**src/rtl/idec_pkg.sv**
```systemverilog
// Shared widths, class encoding and the decoded bundle for the
// instruction word decoder. Assumes a 16-bit word and 32-bit datapath.
package idec_pkg;
    localparam int IW     = 16;
    localparam int XLEN   = 32;
    localparam int RIDX_W = 4;
    localparam int OPC_W  = 8;
    localparam int IMM_W  = 8;
    localparam int COND_W = 4;
    localparam int OFF_W  = 10;
    localparam int LEN_W  = 3;
    localparam int NUM_COND = 10;

    localparam logic [LEN_W-1:0] LEN_SHORT = LEN_W'(2);
    localparam logic [LEN_W-1:0] LEN_LONG  = LEN_W'(6);

    typedef enum logic [1:0] {
        FMT_NONE = 2'd0,
        FMT_REG  = 2'd1,
        FMT_IMM  = 2'd2,
        FMT_BRA  = 2'd3
    } fmt_e;

    typedef struct packed {
        fmt_e              fmt;
        logic [OPC_W-1:0]  op;
        logic [RIDX_W-1:0] ra;
        logic [RIDX_W-1:0] rb;
        logic [IMM_W-1:0]  imm;
        logic [XLEN-1:0]   disp;
        logic [LEN_W-1:0]  len;
        logic              ext;
        logic              ill;
        logic              rf_we;
        logic              sr_we;
    } dec_t;
endpackage

```
**src/rtl/idec_regop.sv**
```systemverilog
// Attribute table for register-register class opcodes: whether the code
// is assigned, whether an extension word follows, and whether the result
// lands in the first register field. Assumes bit 7 of the code is 0.
module idec_regop
    import idec_pkg::*;
(
    input  logic [OPC_W-1:0] opc_i,
    output logic             legal_o,
    output logic             ext_o,
    output logic             wr_o
);
    // Classify the opcode into its three attributes.
    always_comb begin
        legal_o = 1'b1;
        ext_o   = 1'b0;
        wr_o    = 1'b0;
        case (opc_i)
            8'h00, 8'h04, 8'h06, 8'h07, 8'h0B, 8'h0E, 8'h19,
            8'h1E, 8'h23, 8'h25, 8'h35:                 ;
            8'h01, 8'h08, 8'h0C, 8'h1B, 8'h1D, 8'h20,
            8'h22, 8'h36, 8'h38:                        begin ext_o = 1'b1; wr_o = 1'b1; end
            8'h03, 8'h09, 8'h0D, 8'h1A, 8'h1F, 8'h24,
            8'h30, 8'h37, 8'h39:                        ext_o = 1'b1;
            8'h02, 8'h05, 8'h0A, 8'h1C, 8'h21,
            8'h26, 8'h27, 8'h28, 8'h29, 8'h2A, 8'h2B,
            8'h2C, 8'h2D, 8'h2E, 8'h2F,
            8'h31, 8'h32, 8'h33, 8'h34:                 wr_o = 1'b1;
            default:                                    legal_o = 1'b0;
        endcase
    end
endmodule

```
**src/rtl/idec_branch.sv**
```systemverilog
// Branch class helper: validates the condition code and builds the
// sign-extended, doubled displacement. Assumes OFF_W < XLEN.
module idec_branch
    import idec_pkg::*;
(
    input  logic [COND_W-1:0] cond_i,
    input  logic [OFF_W-1:0]  off_i,
    output logic              legal_o,
    output logic [XLEN-1:0]   disp_o
);
    localparam int SEXT_W = XLEN - OFF_W - 1;

    // Only the low NUM_COND condition codes are assigned.
    always_comb legal_o = (int'(cond_i) < NUM_COND);

    // Replicate the sign bit, then append a zero for half-word scaling.
    always_comb disp_o = {{SEXT_W{off_i[OFF_W-1]}}, off_i, 1'b0};
endmodule

```
**src/rtl/idec_stage.sv**
```systemverilog
// Optional output stage for the decoded bundle. REG_OUT=1 inserts one
// flop stage with synchronous active-low reset to all zeros; REG_OUT=0
// passes the bundle straight through.
module idec_stage
    import idec_pkg::*;
#(
    parameter bit REG_OUT = 1'b1
) (
    input  logic clk,
    input  logic rst_n,
    input  dec_t d_i,
    output dec_t q_o
);
    generate
        if (REG_OUT) begin : g_reg
            dec_t q_r;
            // Capture the bundle each edge; reset clears it.
            always_ff @(posedge clk) begin
                if (!rst_n) q_r <= '0;
                else        q_r <= d_i;
            end
            assign q_o = q_r;
        end else begin : g_pass
            logic unused_clk;
            assign unused_clk = clk ^ rst_n;
            assign q_o = d_i;
        end
    endgenerate
endmodule

```
**src/rtl/instr_word_decoder.sv**
```systemverilog
// Top of the 16-bit instruction decoder. Selects the layout from the two
// top bits, slices the fields, attaches length, legality and write
// enables, and forces the enables low for illegal words. Assumes the
// word is stable around the clock edge when REG_OUT is set.
module instr_word_decoder
    import idec_pkg::*;
#(
    parameter bit REG_OUT = 1'b1
) (
    input  logic              clk,
    input  logic              rst_n,
    input  logic [IW-1:0]     instr_i,
    output logic [1:0]        fmt_o,
    output logic [OPC_W-1:0]  op_o,
    output logic [RIDX_W-1:0] ra_o,
    output logic [RIDX_W-1:0] rb_o,
    output logic [IMM_W-1:0]  imm_o,
    output logic [XLEN-1:0]   disp_o,
    output logic [LEN_W-1:0]  len_o,
    output logic              ext_o,
    output logic              illegal_o,
    output logic              rf_we_o,
    output logic              sr_we_o
);
    logic            r_legal, r_ext, r_wr;
    logic            b_legal;
    logic [XLEN-1:0] b_disp;
    dec_t            dec_c, dec_q;

    idec_regop i_regop (
        .opc_i   (instr_i[15:8]),
        .legal_o (r_legal),
        .ext_o   (r_ext),
        .wr_o    (r_wr)
    );

    idec_branch i_branch (
        .cond_i  (instr_i[13:10]),
        .off_i   (instr_i[OFF_W-1:0]),
        .legal_o (b_legal),
        .disp_o  (b_disp)
    );

    // Assemble the bundle for the selected layout; unused fields stay zero.
    always_comb begin
        dec_c     = '0;
        dec_c.len = LEN_SHORT;
        case (instr_i[15:14])
            2'b10: begin
                dec_c.fmt   = FMT_IMM;
                dec_c.op    = OPC_W'(instr_i[13:12]);
                dec_c.ra    = instr_i[11:8];
                dec_c.imm   = instr_i[7:0];
                dec_c.rf_we = (instr_i[13:12] != 2'd3);
                dec_c.sr_we = (instr_i[13:12] == 2'd3);
            end
            2'b11: begin
                dec_c.fmt  = FMT_BRA;
                dec_c.op   = OPC_W'(instr_i[13:10]);
                dec_c.disp = b_disp;
                dec_c.ill  = !b_legal;
            end
            default: begin
                dec_c.fmt   = FMT_REG;
                dec_c.op    = instr_i[15:8];
                dec_c.ra    = instr_i[7:4];
                dec_c.rb    = instr_i[3:0];
                dec_c.ill   = !r_legal;
                dec_c.ext   = r_legal && r_ext;
                dec_c.len   = (r_legal && r_ext) ? LEN_LONG : LEN_SHORT;
                dec_c.rf_we = r_wr;
            end
        endcase
        if (dec_c.ill) begin
            dec_c.rf_we = 1'b0;
            dec_c.sr_we = 1'b0;
        end
    end

    idec_stage #(.REG_OUT(REG_OUT)) i_stage (
        .clk   (clk),
        .rst_n (rst_n),
        .d_i   (dec_c),
        .q_o   (dec_q)
    );

    // Drive the ports from the (optionally registered) bundle.
    always_comb begin
        fmt_o     = dec_q.fmt;
        op_o      = dec_q.op;
        ra_o      = dec_q.ra;
        rb_o      = dec_q.rb;
        imm_o     = dec_q.imm;
        disp_o    = dec_q.disp;
        len_o     = dec_q.len;
        ext_o     = dec_q.ext;
        illegal_o = dec_q.ill;
        rf_we_o   = dec_q.rf_we;
        sr_we_o   = dec_q.sr_we;
    end

    // Illegal words never enable a write.
    p_ill_no_we_r8: assert property (@(posedge clk) disable iff (!rst_n)
        illegal_o |-> !(rf_we_o || sr_we_o));

    // At most one write enable at a time.
    p_we_excl_r8: assert property (@(posedge clk) disable iff (!rst_n)
        $onehot0({rf_we_o, sr_we_o}));

    // Special register writes come only from immediate-class operation 3.
    p_sr_src_r8: assert property (@(posedge clk) disable iff (!rst_n)
        sr_we_o |-> (fmt_o == 2'd2 && op_o == 8'd3));

    // The extension flag agrees with the 6-byte length.
    p_ext_len_r6: assert property (@(posedge clk) disable iff (!rst_n)
        ext_o == (len_o == LEN_LONG));

    // Branch displacements are always half-word aligned.
    p_disp_even_r4: assert property (@(posedge clk) disable iff (!rst_n)
        (fmt_o == 2'd3) |-> !disp_o[0]);

    // The immediate byte is zero outside the immediate class.
    p_imm_zero_r5: assert property (@(posedge clk) disable iff (!rst_n)
        (fmt_o != 2'd2) |-> (imm_o == '0));

    // Immediate-class words are always legal.
    p_imm_legal_r7: assert property (@(posedge clk) disable iff (!rst_n)
        (fmt_o == 2'd2) |-> !illegal_o);
endmodule

```
**config.mk**
```make
export PLATFORM = sky130hd
export DESIGN_NAME = instr_word_decoder
export DESIGN_NICKNAME = d
export VERILOG_FILES = /design/src/rtl/idec_pkg.sv /design/src/rtl/idec_regop.sv /design/src/rtl/idec_branch.sv /design/src/rtl/idec_stage.sv /design/src/rtl/instr_word_decoder.sv
export SDC_FILE = /design/constraint.sdc
export NUM_CORES = 1
export LEC_CHECK = 0
export BUFFER_PORTS_ARGS = -buffer_cell sky130_fd_sc_hd__buf_4
export CAP_MARGIN = 20
export CORE_AREA = 3 3 66 68
export DETAILED_ROUTE_END_ITERATION = 16
export DIE_AREA = 0 0 69 71
export HOLD_SLACK_MARGIN = 0.12
export PLACE_DENSITY = 0.86
export SYNTH_ARGS = -nofsm -noshare
export SYNTH_HDL_FRONTEND = slang
export SYNTH_SLANG_ARGS = --single-unit
```
**constraint.sdc**
```tcl
create_clock -name clk -period 4.5 [get_ports clk]
set_input_delay 0.225 -clock clk [delete_from_list [all_inputs] [get_ports clk]]
set_output_delay 0.225 -clock clk [all_outputs]
set_load 0.02 [all_outputs]
```
---- After elaboration in Yosys (flattened, before gate mapping) ----
Index checks and enable logic that the tools add are counted.
Widths: inputs -> output; s select.
storage, ports and cells
  bits in registers ....................... 44
  output and inout port bits .............. 65
  logic and storage cells ................. 89
cells by class
  eq/ne operators ......................... 51
  bitwise gates (word level) .............. 2
  reductions and logical operators ........ 13
  order comparisons ....................... 1
  mux-type cells .......................... 9
operator list
  cell                number
  $eq 8x6->1 const B  26
  $eq 8x4->1 const B  7
  $eq 8x5->1 const B  7
  $reduce_or 48->1    1
  $eq 8x3->1 const B  4
  $reduce_or 28->1    1
  $pmux 10 s2         1
  $reduce_or 18->1    1
  $eq 8x2->1 const B  2
  $eq 8x1->1 const B  1
  $logic_not 8->1     1
  $pmux 4 s2          1
  $eq 2x2->1 const B  3
  $mux 3              2
  $reduce_or 3->1     2
  $lt 4x4->1 const B  1
  $pmux 1 s2          2
  $reduce_and 2->1    2
  $reduce_or 2->1     2
  $mux 1              3
  $logic_not 1->1     2
  $ne 2x2->1 const B  1
  $not 1->1           2
  $logic_and 1x1->1   1

---- Depth between registers and ports, before layout ----
  depth in word-level cells ............... 6
  mapped depth ............................ 7

---- Hierarchy ----
From an unflattened synthesis, not the netlist that was laid out.
unflattened totals
  cells, all modules ...................... 339
  area total of the unflattened synthesis .. 3115.5 um^2
modules (own cells, without submodules)
  module              cells an instance  instances  sequential area each (um^2)  area an instance (um^2)
  idec_stage          137                1          1301.2                       1780.5
  instr_word_decoder  83                 1          0.0                          555.5
  idec_regop          85                 1          0.0                          530.5
  idec_branch         34                 1          0.0                          249.0

---- Least setup slack after synthesis ----
OpenSTA, ideal clock, no wires.
  kind .................................... input to register
  from .................................... input instr_i[15]
  to ...................................... register i_stage.g_reg.q_r, in the netlist i_stage.q_o[2]
  required time ........................... 4.384 ns
  path buffers ............................ 1
  arrival ................................. 1.548 ns
  setup slack ............................. 2.837 ns
  stages .................................. 6
  library setup time ...................... 0.116 ns
  cell sequence ........................... buf_2 > or4b_4 > a2111oi_2 > a311o_2 > a2111oi_2 > a31o_1
between the ends
  longest elaborated chain between the ends .. 5
  elaborated cells on any way between the ends .. 54
  those cells by class .................... eq/ne (49); mux (2); reduce/logical (3)
ends and longest elaborated chain
  what                                RTL line                  source
  from (decl)                         instr_word_decoder.sv:12  input logic [IW-1:0] instr_i,
  $eq 8x3->1 (tied with other cells)  idec_regop.sv:17          case (opc_i)
  $reduce_or 48->1 (no source line)   -
  $mux 1                              idec_regop.sv:17
  $logic_not 1->1                     instr_word_decoder.sv:68  dec_c.ill = !r_legal;
  $pmux 1 s2 (*)                      instr_word_decoder.sv:48  case (instr_i[15:14])
  to (signal assigned)                idec_stage.sv:20          else q_r <= d_i;
  to (decl)                           idec_stage.sv:16          dec_t q_r;
Every way passes the cells marked *; elsewhere a longest branch is shown, timed or not.
A chain may end at the register's enable or synchronous reset.

==> results.toml <==
[routing]
via_per_inst = 5.16
drc = 0
antenna_left = 0
vias = 1542
routedWlPerCell_um = 13.6
wl_um = 4070
drtIter0Drc = 135
drt-pass1-iter-count = 4

[layout]
nets = 266
final_layout_size_suffix_gt1_share_pct = 36.9
antenna_cells = 0
area_growth_pct = 26.7
largest_reg_flops = 41
design_area_mm2 = 0.00238
layoutNonFillerInstCount = 299

[place]
dp.cells = 290
gp_congestion = 0.878
placed_area_mm2 = 0.00225
dp_slack_ps = 2700
io_buffers = 80
hpwl_um = 2960

[worst_hold_path]
min_path_cells = 2
hold_path.class = "input port to flip-flop"
min-delay-start = "instr_i[2]"
worstHoldEndpoint = "i_stage.q_o[49]"

[yosys]
ys_seq_elements = 41
synth_area_per_cell_um2 = 9.39
synth_edf_count = 0
synth_top_area_share_pct = 43.7
ys_async_sr_fraction_pct = 0
yosysUniqueCellTypes = 46
yosys-top-cells-area = "dfxtp_1, buf_4, and3_1"
synth-compound-area-share_pct = 12.5
yosys.cell_count.top_type = "dfxtp_1"
yosys_warnings = 0
synthAdderAreaFrac_pct = 0
yosys.area_share.simple_pct = 25.8
synth_largest_area_cell = "dfxtp_1"
yosys.area_share.xor_xnor_pct = 0.933
synth.yosys.seq_area_share_pct = 43.7
synth_top_family_by_area = "simple AND/OR/NAND/NOR gates"
synthMuxAreaShare_pct = 0.533
synthTopCellsByCount = "dfxtp_1, buf_4, and3_1"
syn_inst = 200
syn_area_mm2 = 0.00188
yosys_most_used_dff = "dfxtp_1"

[timing]
hold_violations = 0
setup_viol = 0
max_freq_ghz = 0.504
slew_headroom_pct = 33.2
worst_slew_pin_slew_ps = 1000
min_period_ps = 1980
rsz0062_at_grt = "false"
finalWorstSetupSlack_ps = 2520
period_share_pct = 44.1
fin_tns_setup_ps = 0
drv_slew = 0

[floorplan]
rows = 23
core_mm2 = 0.00391
die_width_um = 69
die_h_um = 71
io_pins = 83
dieArea_mm2 = 0.00490
initial_core_util_pct = 48.0

[clocking]
cts_resized = 0
cts_setup_buffers = 0
holdBufCountCts = 1
clock_sinks = 41
cts.clk_slew.worst_paths_ps = 70
cts_tree = "done"
root_buffer = "clkbuf_8"
cts_buffers = 5
cts_max_level = 2
cts_buffer_depth = 2

[global_route]
grt-ovfl-total = 0
grt_pass1_vias = 1380
grt_max_degree = 23
grt_pass1_wl_um = 6550
grt_util_all_layers_pct = 16.7
grt_antenna_before_repair = 0

[pwr]
vdd_drop_max_uv = 119
p_int_mw = 0.612
total_power_mw = 0.806
p_seq_share_pct = 47.5
pwr-share-comb_pct = 16.1
switching_share_pct = 24.0
power_density_mw_per_mm2 = 339
pwr-share-clk_pct = 36.4
p_leak_nw = 1.17
switchingPower_mw = 0.194

[outcome]
status = "completed"

[worst_setup_path]
worstSetupStartpointType = "input port"
critPathMaxFanout = 16
slowest_delay_ps = 790
critPathArrivalTime_ps = 2220
worstSetupEndpointType = "flip-flop"
crit_buf_inv = 2
worstPathCellList = "dlygate4sd3_1 -> buf_4 -> nor2b_1 -> nand4_1 -> nor3_1 -> a31o_1"
cp_slowest_cell = "nor2b_1"
critPathTopFamily = "simple AND/OR/NAND/NOR gates"
criticalPathCategory = "input port to flip-flop"
critical_path_required_ps = 4740

[job]
cap_violations = 0
## power by group through the flow
stage	sequential (mW)	clock (mW)	combinational, mW
finish	0.383	0.294	0.129
global route	0.384	0.315	0.140
CTS	0.383	0.300	0.130
detailed placement	0.391	0	0.129
global placement	0.391	0	0.127
floorplan	0.410	0	0.0696
## through the flow
stage	hold slack (ps)	util, %
floorplan	253	-
global placement	367	57.6
detailed placement	369	57.6
CTS	151	60.8
global route	146	60.8
finish	156	60.8
## how the worst max path moves through the flow
stage                 from  cells after the start        endpoint
5_1_grt              rst_n                      6  i_stage.q_o[2]
3_5_place_dp   instr_i[14]                      6  i_stage.q_o[2]
4_1_cts              rst_n                      6  i_stage.q_o[2]
6_report             rst_n                      6  i_stage.q_o[2]
3_3_place_gp   instr_i[14]                      6  i_stage.q_o[2]
2_1_floorplan  instr_i[15]                      6  i_stage.q_o[2]
## cell type report
class	instances	area, um^2
Fill cell	330	1530
Sequential cell	41	821
Multi-Input combinational cell	116	758
Timing Repair Buffer	81	611
Clock buffer	7	86.3
Tap cell	50	62.6
Clock inverter	1	30.0
Inverter	3	11.3
## routing by layer
layer | vias up | global-route usage, % | share of wire (%)
met5 | - | 0 | 0
met4 | 0 | 9.54 | 2.2
met3 | 7 | 6.53 | 10
met2 | 79 | 25.5 | 45
met1 | 692 | 20.0 | 42
li1 | 764 | - | -
## kinds of logic (layout without fill, tap and decap cells)
| group | Yosys count | after routing |
|---|---|---|
| AOI/OAI and AO/OA | 28 | 28 |
| buffers and inverters | 45 | 92 |
| DFF | 41 | 41 |
| xor gates and xnor gates | 2 | 2 |
| and+or+nand+nor | 82 | 82 |
| other | 1 | 3 |
| muxes | 1 | 1 |
## cell usage in the layout (no fill, tap or decap), types with 2 or more instances in the layout
cell and count:
nor2_1 11, nor3b_1 3, a32oi_1 2, nor4bb_1 2
and2_1 9, and3_1 18, a22o_1 6, a2111oi_2 2
nor3_1 7, a31oi_1 2, o21ai_0 3, dfxtp_1 41
conb_1 3, a21oi_1 3, inv_1 3, clkbuf_8 6
nor2b_1 8, buf_4 80, nand2_1 10, nand4_1 2
nor4b_1 2
(Power assumes the default switching activity.)
